$ cat config.mk
export PLATFORM = sky130hd
export DESIGN_NAME = dtmf_tone_decoder
export DESIGN_NICKNAME = d
export VERILOG_FILES = /design/src/rtl/dtmf_pkg.sv /design/src/rtl/dtmf_edge_sync.sv /design/src/rtl/dtmf_band_meter.sv /design/src/rtl/dtmf_tone_decoder.sv
export SDC_FILE = /design/constraint.sdc
export NUM_CORES = 1
export LEC_CHECK = 0
export ABC_AREA = 1
export BUFFER_PORTS_ARGS = -buffer_cell sky130_fd_sc_hd__buf_2
export CAP_MARGIN = 20
export CORE_MARGIN = 2
export CORE_UTILIZATION = 30
export DETAILED_ROUTE_END_ITERATION = 12
export PLACE_DENSITY = 0.45
export SYNTH_ARGS = -nofsm -noshare
export SYNTH_HDL_FRONTEND = slang
export SYNTH_HIERARCHICAL = 1
export SYNTH_SLANG_ARGS = --single-unit
$ cat constraint.sdc
create_clock -name clk -period 2.43 [get_ports clk]
set_clock_uncertainty 0.1 [all_clocks]
set_input_delay 0.243 -clock clk [delete_from_list [all_inputs] [get_ports clk]]
set_output_delay 0.243 -clock clk [all_outputs]
set_load 0.05 [all_outputs]
$ cat src/rtl/dtmf_pkg.sv
// Package: shared tone tables and code mapping for the tone decoder.
// Assumes tone index 0..3 runs from lowest to highest frequency in each band.
package dtmf_pkg;
    localparam int NTONES = 4;

    // Return the frequency in Hz of tone idx of a band (0 = low, 1 = high).
    function automatic int tone_hz(input int band, input int idx);
        int lo_t[4] = '{697, 770, 852, 941};
        int hi_t[4] = '{1209, 1336, 1477, 1633};
        return (band == 0) ? lo_t[idx] : hi_t[idx];
    endfunction

    // Return the rounded nominal period in reference-clock cycles.
    function automatic int nom_period(input int clk_hz, input int f_hz);
        return (clk_hz + f_hz / 2) / f_hz;
    endfunction

    // Map a (row, column) bin pair to the 4-bit digit code.
    function automatic logic [3:0] pair_code(input logic [1:0] row, input logic [1:0] col);
        logic [3:0] r;
        if (col == 2'd3) begin
            r = (row == 2'd3) ? 4'd0 : 4'd13 + {2'b00, row};
        end else if (row != 2'd3) begin
            r = 4'd3 * {2'b00, row} + {2'b00, col} + 4'd1;
        end else begin
            case (col)
                2'd0:    r = 4'd11;
                2'd1:    r = 4'd10;
                default: r = 4'd12;
            endcase
        end
        return r;
    endfunction
endpackage

$ cat src/rtl/dtmf_edge_sync.sv
// Module: two-flop synchronizer followed by a rising-edge detector.
// Assumes the input is asynchronous to clk. The edge pulse lasts one cycle.
module dtmf_edge_sync (
    input  logic clk,
    input  logic rst_n,
    input  logic din,
    output logic rise
);
    logic [2:0] shr;

    // Shift the input through two sync flops and one history flop.
    always_ff @(posedge clk) begin
        if (!rst_n) shr <= 3'b000;
        else        shr <= {shr[1:0], din};
    end

    assign rise = shr[1] & ~shr[2];
endmodule

$ cat src/rtl/dtmf_band_meter.sv
// Module: period meter and bin classifier for one tone band.
// Counts cycles between rise pulses and sorts each period into one of four
// bins. It declares the band valid after AGREE_N agreeing periods in a row.
// Assumes that the bin windows do not overlap, which holds for tolerances under 4%.
module dtmf_band_meter #(
    parameter int CLK_HZ     = 3579545,
    parameter int BAND       = 0,
    parameter int TOL_PERMIL = 30,
    parameter int AGREE_N    = 4,
    parameter int TIMEOUT    = 10272
) (
    input  logic       clk,
    input  logic       rst_n,
    input  logic       rise,
    output logic       valid,
    output logic [1:0] bin
);
    import dtmf_pkg::*;

    localparam int CW = $clog2(TIMEOUT + 2);
    localparam int AW = $clog2(AGREE_N + 1);

    logic [CW-1:0] cnt;
    logic          armed;
    logic [AW-1:0] agree, agree_n;
    logic [1:0]    bin_n;
    logic [NTONES-1:0] hits;
    logic          hit_any;
    logic [1:0]    hit_idx;

    // Per-tone window comparators on the current period count.
    for (genvar i = 0; i < NTONES; i++) begin : g_win
        localparam int NOM = nom_period(CLK_HZ, tone_hz(BAND, i));
        localparam int LOL = NOM - (NOM * TOL_PERMIL) / 1000;
        localparam int HIL = NOM + (NOM * TOL_PERMIL) / 1000;
        assign hits[i] = (cnt >= CW'(LOL)) && (cnt <= CW'(HIL));
    end

    // Encode the single hit into a bin index.
    always_comb begin
        hit_any = |hits;
        hit_idx = 2'd0;
        for (int i = 0; i < NTONES; i++)
            if (hits[i]) hit_idx = 2'(i);
    end

    // Next agreement count and bin for an edge that closes a measured period.
    always_comb begin
        agree_n = agree;
        bin_n   = bin;
        if (rise && armed) begin
            if (!hit_any) begin
                agree_n = '0;
            end else if (hit_idx == bin && agree != '0) begin
                agree_n = (agree >= AW'(AGREE_N)) ? agree : agree + 1'b1;
            end else begin
                bin_n   = hit_idx;
                agree_n = AW'(1);
            end
        end
    end

    // Period counter, arming, timeout and validity state.
    always_ff @(posedge clk) begin
        if (!rst_n) begin
            cnt   <= '0;
            armed <= 1'b0;
            agree <= '0;
            bin   <= 2'd0;
            valid <= 1'b0;
        end else if (rise) begin
            cnt   <= CW'(1);
            armed <= 1'b1;
            agree <= agree_n;
            bin   <= bin_n;
            valid <= (agree_n >= AW'(AGREE_N));
        end else if (cnt >= CW'(TIMEOUT)) begin
            armed <= 1'b0;
            agree <= '0;
            valid <= 1'b0;
        end else begin
            cnt <= cnt + 1'b1;
        end
    end
endmodule

$ cat src/rtl/dtmf_tone_decoder.sv
// Module: top of the dual-tone decoder. Two synchronized band meters feed a
// registered steering flag and a digit code.
// Assumes the inputs are hard-limited tone waves and clk runs at CLK_HZ.
module dtmf_tone_decoder #(
    parameter int CLK_HZ     = 3579545,
    parameter int TOL_PERMIL = 30,
    parameter int AGREE_N    = 4
) (
    input  logic       clk,
    input  logic       rst_n,
    input  logic       tone_lo,
    input  logic       tone_hi,
    output logic       est,
    output logic [3:0] code
);
    import dtmf_pkg::*;

    localparam int TIMEOUT = 2 * nom_period(CLK_HZ, 697);

    logic       lo_edge, hi_edge;
    logic       lo_valid, hi_valid;
    logic [1:0] lo_bin, hi_bin;

    dtmf_edge_sync u_sync_lo (.clk(clk), .rst_n(rst_n), .din(tone_lo), .rise(lo_edge));
    dtmf_edge_sync u_sync_hi (.clk(clk), .rst_n(rst_n), .din(tone_hi), .rise(hi_edge));

    dtmf_band_meter #(.CLK_HZ(CLK_HZ), .BAND(0), .TOL_PERMIL(TOL_PERMIL),
                      .AGREE_N(AGREE_N), .TIMEOUT(TIMEOUT))
        u_meter_lo (.clk(clk), .rst_n(rst_n), .rise(lo_edge), .valid(lo_valid), .bin(lo_bin));

    dtmf_band_meter #(.CLK_HZ(CLK_HZ), .BAND(1), .TOL_PERMIL(TOL_PERMIL),
                      .AGREE_N(AGREE_N), .TIMEOUT(TIMEOUT))
        u_meter_hi (.clk(clk), .rst_n(rst_n), .rise(hi_edge), .valid(hi_valid), .bin(hi_bin));

    // Register the steering flag, and load the code only while both bands are valid.
    always_ff @(posedge clk) begin
        if (!rst_n) begin
            est  <= 1'b0;
            code <= 4'd0;
        end else begin
            est <= lo_valid & hi_valid;
            if (lo_valid && hi_valid) code <= pair_code(lo_bin, hi_bin);
        end
    end
endmodule

==> impl_results.md, run 1 <==
* Overall Global Routing Usage at 0.1357
* Nets at 603
* R2R Setup Slk at 0.38 ns
* Commonest non-fill, non-tap cell in the layout: nand2_1
* Fraction of layout cells with a size suffix above 1 at 0.1338
* CP Depth at 13
* Slew headroom at 0.7259
* Sequential fraction of the synthesis area at 0.2857
* Reg-to-reg endpoint: u_meter_lo/agree[0]$_SDFFE_PN0P_
* Most frequent cells in the layout: nand2_1, inv_1, nor2_1
* Largest net degree at the start of global routing at 16
* Slowest stage delay, CP at 0.57 ns
* Fin Setup TNS at 0 ns
* CTS root buf: clkbuf_16
* Number of global-route vias before repair at 3192
* Number of top-level pins at 9
* RR Startpoint: u_meter_lo/cnt[9]$_SDFFE_PP0N_
* Power, Total at 0.001698 W
* Compound-cell area share of the yosys netlist at 0.1362
* Die Height at 113.1 um
* Total CTS buffers at 5
* Arrival @ worst endpoint at 2.13 ns
* DR WL/cell at about 12 um
* GP Congestion at 0.8458
* Worst Hold End: u_sync_hi/shr[0]$_SDFF_PN0_
* Slowest-stage cell, CP: dfxtp_1
* Die ar. at 12800 um^2
* Routed vias at 3455
* Worst-Margin Slew at 0.4080 ns
* Multiplexer share of the synthesized area at 0
* Layout Area Growth over Synthesis at 9.839%
* Post-CTS Resized at 0
* Synthesis-stage register bit count at 51
* Fillers at 1269
* Final hold viol count at 0
* Drt pass-1 iters at 4
* Top post-synthesis cells by area: dfxtp_1, nand2_1, inv_1
* Place WS at 0.4086 ns
* Syn Nets at 591
* ANT nets after route at 0
* Hold WC Path Type: in -> reg
* Status: completed
* Vias per cell at 4.759
* Clock Pin Slew Worst Setup and Hold Paths at 0.07 ns
* Netlist cell types at 36
* Power density over the cells at 432.5 nW/um^2
* Core area at 11520 um^2
* FFs w/ async S/R, synth at 0
* # port buffers at 8
* CP required at around 2.5 ns
* Fmax at 0.4872 GHz
* Setup crit end kind: flop
* Post-synthesis simple-gate area fraction at 0.4079
* Min Tclk post-route at between 2 and 2.5 ns
* Worst-skew pair later-pin latency at just under 0.3 ns
* Synth Area in XOR/XNOR at 0.002451
* Post-synth EDFFs at 0
* Final Setup Violations at 0
* HP Start: tone_hi
* Clock sink total at 51
* Cell taking the most area after synthesis: dfxtp_1
* Critical path class: reg -> reg
* Leakage at 1.806 nW
* Critical path buffers and inverters at 0
* Peak VDD IR at between 200 and 300 uV
* CP Launch Type: flop
* CP top delay family: simple AND/OR/NAND/NOR gates
* Max FO, Critical Path at 11
* Post-DP HPWL at 6632 um
* Clock Tree Buf Depth at 2
* CTS tree: done
* Final setup margin at 0.3776 ns
* GRT overflow at 0
* ANT cells at 0
* First-pass GRT wire length at roughly 14000 um
* Syn_area_per_cell at 6.269 um^2
* Chip Width at 113.1 um
* Final WL at 8487 um
* Maxcap violations at 0
* Post-CTS setup buffers at 0
* R2R depth at 13
* Yosys top cell area share at 0.2857
* Largest family of logic cells by synthesized area: simple AND/OR/NAND/NOR gates
* Remaining DRCs at 0
* Top FF cell, synth: dfxtp_1
* Final Cycle Share at 0.8446
* Area share of fa/ha/maj cells after synthesis at 0.06373
* RSZ-0062 raised after global routing: false
* Max Slew Vio Count at 0
* Hold buffer count at CTS at 0
* Cell row count at 39
* Mapped Cells at 570
* Hold path depth at 3
* Yosys Warn Count at 6
* H-Tree Depth at 2
* Initial Util at 0.3103
* Mapped Area at ~3600 um^2
* Cell Chain, Critical Path: nand2_2 > nor2_2 > nand3_1 > nand2_1 > nand2_2 > nand2_4 > nand2_4 > nor2_1 > nand3_1 > nand3_1 > nand2_1 > nand2_1 > a21oi_1
* DRT iter0 DRCs at 194
* Initial antenna violation count at 0
[layout make-up]
| type | instances | area (um^2) | share of cell area |
|---|---|---|---|
| Inverter | 82 | 307.8 | 0.07842 |
| Clock inverter | 1 | 8.758 | 0.002231 |
| Sequential cell | 51 | 1021 | 0.2601 |
| Tap cell | 143 | 178.9 | 0.04559 |
| Timing Repair Buffer | 14 | 85.08 | 0.02168 |
| Multi-Input combinational cell | 428 | 2181 | 0.5556 |
| Clock buffer | 7 | 142.6 | 0.03634 |
[metal layers]
| layer | track usage | routed length (um) |
|---|---|---|
| met1 | 0.1763 | 4141 |
| met2 | 0.2311 | 3989 |
| met3 | 0.02464 | 250 |
| met4 | 0.03740 | 106 |
| met5 | 0 | 0 |
[registers in the layout, summed over array words and instances, names as in the netlist]
signal	cells
u_meter_lo/bin	2
u_meter_hi/armed	1
u_meter_hi/bin	2
u_meter_lo/agree	3
u_meter_lo/cnt	14
u_meter_lo/armed	1
est	1
u_sync_lo/shr	3
u_meter_hi/agree	3
u_sync_hi/shr	3
code	4
u_meter_hi/cnt	14
[metrics by stage]
step / cells / instance area (um^2) / hold WS [ns] / utilization
2_1_floorplan: 570 / 3573 / 0.2365 / -
3_3_place_gp: 718 / 3774 / 0.2986 / 0.3277
3_5_place_dp: 718 / 3774 / 0.2967 / 0.3277
4_1_cts: 726 / 3925 / 0.02079 / 0.3408
5_1_grt: 726 / 3925 / 0.04306 / 0.3408
6_report: 726 / 3925 / 0.03153 / 0.3408
[cells by family (layout without fill, tap and decap cells)]
family,count (synthesis),in the layout
simple gates,320,320
buf+inv,91,104
compound gates,90,90
flops,51,51
fa+ha+maj,17,17
xor+xnor,1,1
[Yosys cell counts, types with 4 or more instances]
library cell  number
nand2_1          150
a21oi_1           42
ha_1              15
nor3_1            12
o21ai_1            9
inv_2             11
nor2_2            13
inv_1             70
nand3_1           42
nor2_1            70
o21ai_0           26
nand2_2           14
a31oi_1            5
dfxtp_1           51
nand3_2            4
[tightest hold or removal path: stages]
cell	delay (ns)
buf_2	0.08
nand2_1	0.04
inv_1	0.04
[power breakdown]
group	internal, W	switching [W]
registers	0.000849	0.0000132
logic	0.0000331	0.0000610
clock network	0.000413	0.000328
total	0.00130	0.000402
[worst max path at each step]
stage | startpoint | endpoint | slack, ns
after floorplan | u_meter_lo/bin[1]$_SDFFE_PN0P_ | code[1]$_SDFFE_PN0P_ | 0.66
after global placement | u_meter_lo/cnt[6]$_SDFFE_PP0N_ | u_meter_lo/agree[0]$_SDFFE_PN0P_ | 0.38
after detailed placement | u_meter_lo/cnt[6]$_SDFFE_PP0N_ | u_meter_lo/agree[0]$_SDFFE_PN0P_ | 0.41
after CTS | u_meter_lo/cnt[6]$_SDFFE_PP0N_ | u_meter_lo/agree[0]$_SDFFE_PN0P_ | 0.39
after global routing | u_meter_lo/cnt[6]$_SDFFE_PP0N_ | u_meter_lo/agree[0]$_SDFFE_PN0P_ | 0.13
final | u_meter_lo/cnt[9]$_SDFFE_PP0N_ | u_meter_lo/agree[0]$_SDFFE_PN0P_ | 0.38
(Power assumes the default switching activity.)
==> run 2: changes to the inputs <==
Clock period 2.43 ns to 2.1 ns, I/O delays scaled along.
==> run 2 against run 1 <==
Effect of this change:
- clock power grew 23%
- final cell count grew 1.9%
- via count is essentially flat
==> impl_results.md, run 2 (same netlist as run 1, synthesis figures left out) <==
* Min Tclk post-route at 1.926 ns (-0.1266 ns)
* Hold WS at 0.1167 ns (+0.08513 ns)
* Slew headroom at 0.7413 (+0.01545)
* Fmax at 0.5193 GHz (+6.6%)
* H-Tree Depth at 2 (unchanged)
* CTS tree: done
* DRT iter0 DRCs at 190 (-2.1%)
* Nets at 618 (+2.5%)
* # port buffers at 8 (unchanged)
* Max FO, Critical Path at 6 (-5)
* Placed Area at 3864 um^2 (+2.4%)
* Final setup margin at 0.1742 ns (-0.2034 ns)
* Post-DP HPWL at 6792 um (+2.4%)
* Layout Area Growth over Synthesis at 13.97%
* Final WL at 8676 um (+2.2%)
* RSZ-0062 raised after global routing: true
* Pint at 0.001585 W (+22%)
* Power share of the clock group at 0.450 (+0.013)
* Final hold viol count at 0 (unchanged)
* Setup crit end kind: flop
* Worst-Margin Slew at 0.3850 ns (-0.02301 ns)
* CTS root buf: clkbuf_16
* Number of top-level pins at 9 (unchanged)
* Peak VDD IR at 232.0 uV (-18%)
* Largest net degree at the start of global routing at 15 (-1)
* Total CTS buffers at 5 (unchanged)
* Largest regs: u_meter_hi/cnt (14), u_meter_lo/cnt (14), code (4)
* Die ar. at 12800 um^2 (unchanged)
* Remaining DRCs at 0 (unchanged)
* DR WL/cell at 11.72 um (+0.29%)
* Maxcap violations at 0 (unchanged)
* Initial Util at 0.3103 (unchanged)
* Overall Global Routing Usage at 0.1460 (+0.01031)
* ANT nets after route at 0 (unchanged)
* Leakage at 1.890 nW (+4.7%)
* Final Cycle Share at 0.9170 (+0.07243)
* Place WS at 0.06160 ns (-0.3470 ns)
* Critical path class: reg -> reg
* First-pass GRT wire length at 15440 um (+6.6%)
* Cell area after layout at 4073 um^2 (+3.8%)
* Most frequent cells in the layout: nand2_1, inv_1, nor2_1
* Chip Width at 113.1 um (unchanged)
* Hold WC Path Type: in -> reg
* Drt pass-1 iters at 4 (unchanged)
* Clock sink total at 51 (unchanged)
* Vias per cell at 4.668 (-1.9%)
* Max Slew Vio Count at 0 (unchanged)
* Switching pwr at 0.0004441 W (+10%)
* Core area at 11520 um^2 (unchanged)
* GRT overflow at 0 (unchanged)
* Clock Tree Buf Depth at 2 (unchanged)
* Routed vias at 3454 (-0.029%)
* Status: completed
* Die Height at 113.1 um (unchanged)
* Initial antenna violation count at 0 (unchanged)
* Reg power frac at 0.491 (-0.017)
* Final Setup Violations at 0 (unchanged)
* Commonest non-fill, non-tap cell in the layout: nand2_1
* Fraction of layout cells with a size suffix above 1 at 0.1692 (+0.03539)
* Final Util at 0.3537 (+0.01282)
* Cell row count at 39 (unchanged)
* CP required at 2.18 ns (-0.32 ns)
* Power density over the cells at 498.2 nW/um^2 (+15%)
* Number of global-route vias before repair at 3444 (+7.9%)
* Worst-skew pair later-pin latency at 0.29 ns (about the same)
* Switching Fraction at 0.2189 (-0.01797)
* GP Congestion at 0.8649 (+2.3%)
* Clock Pin Slew Worst Setup and Hold Paths at 0.07 ns (about the same)
* CP Launch Type: flop
* Arrival @ worst endpoint at 2.00 ns (-0.13 ns)
* ANT cells at 0 (unchanged)
* Power, Total at 0.002029 W (+20%)
* Comb pwr share at 0.059 (+0.004)
-- run 2: worst max-delay path: stages, from the launching register on --
cell	delay (ns)
dfxtp_1	0.46
nand2_2	0.14
nor2_4	0.17
nand2_1	0.08
nor2_1	0.09
nand2_1	0.07
nand2_1	0.09
nand2_2	0.08
nand3_2	0.10
nand3_4	0.08
o21ai_2	0.17
nand2_1	0.08
nand2_1	0.05
a21oi_1	0.05
-- run 2: layout make-up --
cell class | count | area (um^2)
fillers | 1265 | 7443
flip-flops and latches | 51 | 1033
repair buffers | 29 | 202.7
inverters | 82 | 307.8
clock buffers | 6 | 128.9
clock inverters | 1 | 30.03
well taps | 143 | 178.9
multi-input cells | 428 | 2191
-- run 2: path summary, 6_finish.rpt --
check                           cells past startpoint                           start                                to  slack [ns]
worst min register to register                      2     u_sync_hi/shr[0]$_SDFF_PN0_       u_sync_hi/shr[1]$_SDFF_PN0_        0.31
worst max register to register                     13  u_meter_lo/cnt[8]$_SDFFE_PP0N_  u_meter_lo/agree[0]$_SDFFE_PN0P_        0.17
worst min-delay path                                3                           rst_n       u_sync_hi/shr[1]$_SDFF_PN0_        0.12
worst max-delay path                               13  u_meter_lo/cnt[8]$_SDFFE_PP0N_  u_meter_lo/agree[0]$_SDFFE_PN0P_        0.17
-- run 2: layer usage --
metal	global-route usage	wire length (um)	vias to the layer above
met2	0.2515	4142	58
met3	0.02839	327	16
met1	0.1829	4067	1517
li1	-	-	1863
met4	0.04878	138	0
met5	0	0	-
-- run 2: power by group through the flow --
| stage | clock [W] | combinational [W] | sequential (W) |
|---|---|---|---|
| floorplan | 0 | 0.0000755 | 0.00102 |
| global placement | 0 | 0.000117 | 0.00102 |
| detailed placement | 0 | 0.000117 | 0.00102 |
| CTS | 0.000961 | 0.000121 | 0.000997 |
| global route | 0.000995 | 0.000140 | 0.000997 |
| finish | 0.000914 | 0.000119 | 0.000996 |
-- run 2: metrics by stage --
step	TNS, ns	instances
final	0	740
after CTS	0	739
after detailed placement	0	730
after global routing	-0.002076	740
after global placement	0	730
after floorplan	0	570
-- run 2: what timing repair did --
item | 4_1_cts | 5_1_grt
setup endpoints to repair | 0 | 11
endpoints found under the hold margin | 2 | 0
hold buffers | 2 | 0
setup buffers | 0 | 1
gates resized for setup | 0 | 13
